## src/rtl/sscap_pkg.sv

```systemverilog
package sscap_pkg;
    localparam int unsigned SENS_DEFAULT = 4;
    localparam int unsigned CNT_DEFAULT  = 8;

    // next-state record of the top-level output stage
    typedef struct packed {
        logic qual;
    } qual_state_t;
endpackage

```

## src/rtl/sscap_sync.sv

```systemverilog
module sscap_sync #(
    parameter int unsigned W = 4
) (
    input  logic         clk,
    input  logic         rst_n,
    input  logic [W-1:0] async_in,
    output logic [W-1:0] sync_out
);
    typedef struct packed {
        logic [W-1:0] stage1;
        logic [W-1:0] stage2;
    } sync_state_t;

    sync_state_t st_d, st_q;

    always_comb begin
        st_d        = st_q;
        st_d.stage1 = async_in;
        st_d.stage2 = st_q.stage1;
    end

    always_ff @(posedge clk) begin
        if (!rst_n) st_q <= '0;
        else        st_q <= st_d;
    end

    assign sync_out = st_q.stage2;
endmodule

```

## src/rtl/sscap_selstep.sv

```systemverilog
module sscap_selstep #(
    parameter int unsigned NUM   = 4,
    parameter int unsigned SEL_W = (NUM > 1) ? $clog2(NUM) : 1
) (
    input  logic             clk,
    input  logic             rst_n,
    input  logic             strobe_n,
    output logic [SEL_W-1:0] sel
);
    localparam logic [SEL_W-1:0] LAST = SEL_W'(NUM - 1);

    typedef struct packed {
        logic             strobe_prev;
        logic [SEL_W-1:0] sel;
    } step_state_t;

    step_state_t st_d, st_q;
    logic        rise;

    always_comb begin
        st_d             = st_q;
        rise             = strobe_n && !st_q.strobe_prev;
        st_d.strobe_prev = strobe_n;
        if (rise) begin
            if (st_q.sel == LAST) st_d.sel = '0;
            else                  st_d.sel = st_q.sel + 1'b1;
        end
    end

    always_ff @(posedge clk) begin
        if (!rst_n) begin
            st_q.strobe_prev <= 1'b1;
            st_q.sel         <= '0;
        end else begin
            st_q <= st_d;
        end
    end

    assign sel = st_q.sel;
endmodule

```

## src/rtl/sscap_satcount.sv

```systemverilog
module sscap_satcount #(
    parameter int unsigned W = 8
) (
    input  logic         clk,
    input  logic         rst_n,
    input  logic         inc,
    output logic [W-1:0] count
);
    localparam logic [W-1:0] TOP = {W{1'b1}};

    typedef struct packed {
        logic [W-1:0] cnt;
    } cnt_state_t;

    cnt_state_t st_d, st_q;

    always_comb begin
        st_d = st_q;
        if (inc && (st_q.cnt != TOP)) st_d.cnt = st_q.cnt + 1'b1;
    end

    always_ff @(posedge clk) begin
        if (!rst_n) st_q <= '0;
        else        st_q <= st_d;
    end

    assign count = st_q.cnt;
endmodule

```

## src/rtl/sensor_scan_capture.sv

```systemverilog
module sensor_scan_capture
    import sscap_pkg::*;
#(
    parameter int unsigned NUM_SENS = SENS_DEFAULT,
    parameter int unsigned CNT_W    = CNT_DEFAULT
) (
    input  logic                clk,
    input  logic                rst_n,
    input  logic                clr2_n,
    input  logic                dec_en,
    input  logic                sys,
    input  logic [NUM_SENS-1:0] sense_pulse,
    output logic [NUM_SENS-1:0] sense_en,
    output logic                qual_pulse,
    output logic [CNT_W-1:0]    pulse_count
);
    localparam int unsigned SEL_W = (NUM_SENS > 1) ? $clog2(NUM_SENS) : 1;

    logic [SEL_W-1:0]    sel;
    logic [NUM_SENS-1:0] pulse_sync;
    logic                routed;
    qual_state_t         oq_d, oq_q;

    sscap_selstep #(.NUM(NUM_SENS), .SEL_W(SEL_W)) u_step (
        .clk      (clk),
        .rst_n    (rst_n),
        .strobe_n (clr2_n),
        .sel      (sel)
    );

    sscap_sync #(.W(NUM_SENS)) u_sync (
        .clk      (clk),
        .rst_n    (rst_n),
        .async_in (sense_pulse),
        .sync_out (pulse_sync)
    );

    // decoder: one enable per select value, gated by the window
    for (genvar g = 0; g < NUM_SENS; g++) begin : g_dec
        assign sense_en[g] = dec_en && (sel == SEL_W'(g));
    end

    // multiplexer steered by the same select
    always_comb begin
        routed = 1'b0;
        for (int i = 0; i < NUM_SENS; i++) begin
            if (sel == SEL_W'(i)) routed = pulse_sync[i];
        end
    end

    always_comb begin
        oq_d      = oq_q;
        oq_d.qual = routed && sys;
    end

    always_ff @(posedge clk) begin
        if (!rst_n) oq_q <= '0;
        else        oq_q <= oq_d;
    end

    assign qual_pulse = oq_q.qual;

    sscap_satcount #(.W(CNT_W)) u_cnt (
        .clk   (clk),
        .rst_n (rst_n),
        .inc   (oq_q.qual),
        .count (pulse_count)
    );
endmodule

```

## config.mk

```make
export PLATFORM = sky130hd
export DESIGN_NAME = sensor_scan_capture
export DESIGN_NICKNAME = d
export VERILOG_FILES = /design/src/rtl/sscap_pkg.sv /design/src/rtl/sscap_sync.sv /design/src/rtl/sscap_selstep.sv /design/src/rtl/sscap_satcount.sv /design/src/rtl/sensor_scan_capture.sv
export SDC_FILE = /design/constraint.sdc
export NUM_CORES = 1
export LEC_CHECK = 0
export BUFFER_PORTS_ARGS = -buffer_cell sky130_fd_sc_hd__buf_4
export CAP_MARGIN = 20
export CORE_MARGIN = 5
export CORE_UTILIZATION = 50
export DETAILED_ROUTE_END_ITERATION = 16
export GPL_TIMING_DRIVEN = 0
export PLACE_DENSITY_LB_ADDON = 0.12
export SLEW_MARGIN = 20
export SYNTH_ARGS = -nofsm -noshare
export SYNTH_HDL_FRONTEND = slang
export SYNTH_SLANG_ARGS = --single-unit
export TNS_END_PERCENT = 100
```

## constraint.sdc

```tcl
create_clock -name clk -period 1.6 [get_ports clk]
set_input_delay 0.16 -clock clk [delete_from_list [all_inputs] [get_ports clk]]
set_output_delay 0.16 -clock clk [all_outputs]
set_load 0.01 [all_outputs]
```

## Word-level counts from Yosys, hierarchy flattened

Index checks and enable logic that the tools add are counted.

| cells by class | value |
|---|---|
| $add $sub $neg | 2 |
| eq/ne operators | 4 |
| multiplexer cells | 5 |
| reduce and logical (&&, ||, !) cells | 9 |

Operators by type and width:

| operator | number |
|---|---|
| adder 8 x 1 -> 8 bit (second input constant) | 1 |
| != test 8 bit (second input constant) | 1 |
| logical AND 1 bit | 7 |
| == test 2 bit (second input constant) | 2 |
| two-way mux 1 bit | 4 |
| adder 2 x 1 -> 2 bit (second input constant) | 1 |
| == test 2 x 1 -> 1 bit (second input constant) | 1 |
| zero test 2 bit | 1 |
| two-way mux 2 bit | 1 |
| zero test 1 bit | 1 |

| word-level totals | value |
|---|---|
| register bits | 20 |
| output and inout port bits | 13 |
| logic and storage cells | 26 |

## Longest topological paths before layout

| depth | value |
|---|---|
| depth in word-level cells | 6 |
| gate-level depth with buffers | 5 |
| gate-level depth less buffers | 5 |

## Cells and area by module

Synthesis repeated with hierarchy kept, for this count alone.

| second synthesis, totals | value |
|---|---|
| cell total of the unflattened synthesis | 84 |
| area, all modules | 839.6 um2 |

Modules (own cells, without submodules):

| module | times used | cells each | area an instance (um2) | seq. area each (um2) |
|---|---|---|---|---|
| sscap_satcount | 1 | 47 | 404.1 | 160.2 |
| sscap_sync | 1 | 16 | 210.2 | 160.2 |
| sscap_selstep | 1 | 13 | 143.9 | 60.1 |
| sensor_scan_capture | 1 | 8 | 81.3 | 20.0 |

## Least setup slack after synthesis

Ideal clock, no wire load.

| path | value |
|---|---|
| path type | flip-flop to flip-flop |
| start point | register u_cnt.st_q, in the netlist u_cnt.count[0] |
| end point | register u_cnt.st_q, in the netlist u_cnt.count[6] |
| setup time | 0.135 ns |
| arrival | 1.235 ns |
| required time | 1.465 ns |
| path slack | 0.230 ns |
| cell stages (with the launch flop) | 5 |
| buffers on the path | 0 |
| clock period less this slack | 1.370 ns |
| cells stage by stage | dfxtp_1 ha_1 nand4_1 o311ai_0 o41ai_1 |

| on the way | value |
|---|---|
| cells in the longest elaborated chain, start to end | 2 |

RTL lines:

| element | RTL line | text |
|---|---|---|
| from (decl) | sscap_satcount.sv:15 | `cnt_state_t st_d, st_q;` |
| from (signal assigned) | sscap_satcount.sv:24 | `else st_q <= st_d;` |
| branches (longest 2 deep; another with adder 8 x 1 -> 8 bit) | n/a |  |

Parallel ways; which one is timed is not known.
A chain may end at the register's enable or synchronous reset.

## Worst setup path after layout

Same ends and word-level chain as after synthesis.

==> impl_metrics.toml <==
[clocking]
htree_levels = 1
root_buffer = "clkbuf_4"
cts_tree = "built"
cts_buffers = 3
clkTransAtPathRegs_ns = 0.10
clockBufferDepth = 2
post-cts-setup-buffer-count = 0
worstSkewPairLatency_ns = 0.29
cts_num_sinks = 20

[place]
port_buffers = 20
gp_congestion = 0.773
hpwl_um = 1190
pre_cts_ws_ns = 0.0915

[hold_path]
min_path_cells = 2
hold_class = "primary input to register"
hold_path_end = "u_step.st_q[2]"
min-delay-start = "clr2_n"

[sta]
maxSlewHeadroom = 0.793
hold_viol_final = 0
setup_viol = 0
period_share = 0.913
setup_ws_ns = 0.139
finClkSkew_ns = 0.00195
tns_ns = 0
finalCriticalPeriod_ns = 1.46
max_freq_mhz = 685
drv_slew = 0
rsz0062_at_grt = "false"
worst_pin_slew_ns = 0.306

[critical_path]
max_stage_delay_ns = 0.44
cp_slowest_cell = "dfxtp_1"
start_kind = "register"
path_class = "register to register"
startpoint = "u_cnt.count[0]"
endpoint_kind = "register"
r2r_cells = 4
critPathRequiredTime_ns = 1.77
path_cells = "ha_2 -> nand4_1 -> o311ai_0 -> o41ai_1"
cp_max_fo = 7
rr_startpoint = "u_cnt.count[0]"
ff2ff_setup_slack_ns = 0.14
arrival_ns = 1.63
rr_endpoint = "u_cnt.count[6]"

[detailed_routing]
wirelength_um = 1590
first_pass_iters = 4
num_vias = 683
route.detailed.drc = 0
drt_iter0_markers = 9
ant_nets = 0
via_per_inst = 5.21
wl_per_cell_um = 12.1

[floorplanning]
fp.dieArea_mm2 = 0.00265
core_mm2 = 0.00169
die_h_um = 51.5
fp-row-count = 15
start_util = 0.510
io_pins = 22
fp.dieW_um = 51.5

[final_layout]
layout-drive-gt1-share = 0.237
antenna_cells = 0
synthToLayoutAreaGrowth_pct = 22.8
post-route-util = 0.626
layout_common_cells = "buf_4 (20), dfxtp_1 (20), and2_1 (12), nand2_1 (7), inv_1 (6)"
num-nets-final = 130

[grt]
grt_max_degree = 11
grt.total_usage = 0.134
grt-ovfl-total = 0
grt_pass1_vias = 643
antenna_found_initial = 0
grt_pass1_wl_um = 2690

[flow_run]
maxCapViolCount = 0

[synthesis]
synth.avg_cell_area_um2 = 9.46
yosysSeqAreaShare = 0.465
ys.flop_type = "dfxtp_1"
synth_cell_types = 28
syn-num-nets = 105
netlist_area_um2 = 861
netlist_instances = 91
yosysWarnings = 0
ys_ff_latch = 20
postSynth.asyncResetShare = 0
synth_edf_count = 0

[pwr]
ir_worst_vdd_mv = 0.607
leakage_nw = 0.430
p_per_area_mw_per_mm2 = 762

[status]
status = "complete, no violations"
[worst max-delay path: cells and delay by family (launching register included)]
family          cells  cell delay, ns
simple gates        1            0.17
fa+ha+maj           1            0.29
flops               1            0.44
compound gates      2            0.45
[what timing repair did]
item / CTS / global route
setup endpoints to repair: 0 / 1
hold endpoints to repair: 0 / 0
hold buffers: 0 / 0
gates resized for setup: 0 / 1
[metal layers]
layer	track usage	routed length, µm
met2	0.203	725
met4	0.0655	7
met1	0.182	783
met5	0	0
met3	0.0258	74
[stage by stage]
step	instance area, µm²	total power, mW	std cells	hold WS (ns)
after floorplan	861	0.562	91	0.261
after global placement	1030	0.587	128	0.352
after detailed placement	1030	0.590	128	0.356
after CTS	1050	0.815	131	0.0512
after global routing	1060	0.846	131	0.0522
final	1060	0.806	131	0.0527
[cells by family (layout without fill, tap and decap cells)]
group                    after synthesis  after routing  share of synthesized area
AO/OA/AOI/OAI                         15             15                      0.125
adder cells (fa/ha/maj)                5              5                     0.0727
buffers and inverters                  8             31                     0.0363
AND/OR/NAND/NOR                       38             38                      0.243
multiplexers                           5              5                     0.0581
flip-flops                            20             20                      0.465
[registers in the layout, summed over array words and instances (netlist names)]
name / flops
u_sync.sync_out: 4
u_sync.st_d: 4
u_step.st_q: 1
qual_pulse: 1
u_step.sel: 2
u_cnt.count: 8
[Yosys cell counts (2+ instances only)]
cell type	number	area share
dfxtp_1	20	0.47
and2_1	12	0.087
nand2_1	7	0.031
inv_1	6	0.026
a21oi_1	5	0.029
ha_1	5	0.073
mux2i_1	5	0.058
nand3_1	4	0.023
nand2b_1	3	0.022
nor2_1	3	0.013
a211oi_1	2	0.017
a41oi_1	2	0.020
nor3_1	2	0.012
[how the worst max path moves through the flow]
stage                     endpoint  slack (ns)  cells past startpoint
finish              u_cnt.count[6]        0.14                      4
global route        u_cnt.count[6]        0.05                      4
CTS                 u_cnt.count[6]        0.07                      4
detailed placement  u_cnt.count[6]        0.09                      4
global placement    u_cnt.count[6]        0.16                      4
floorplan           u_cnt.count[6]        0.23                      4
[layout make-up]
class / instances / area (µm²)
plain buffers: 2 / 8.76
clock buffers: 3 / 22.5
fillers: 167 / 632
inverters: 6 / 22.5
multi-input cells: 63 / 432
flip-flops and latches: 20 / 400
well taps: 17 / 21.3
repair buffers: 20 / 150
[power by group]
part / switching, mW / internal [mW] / leakage, nW
Sequential: 0.00625 / 0.511 / 0.163
Clock: 0.141 / 0.0875 / 0.0138
Combinational: 0.0262 / 0.0335 / 0.252
Power figures use the tool's default switching activity.
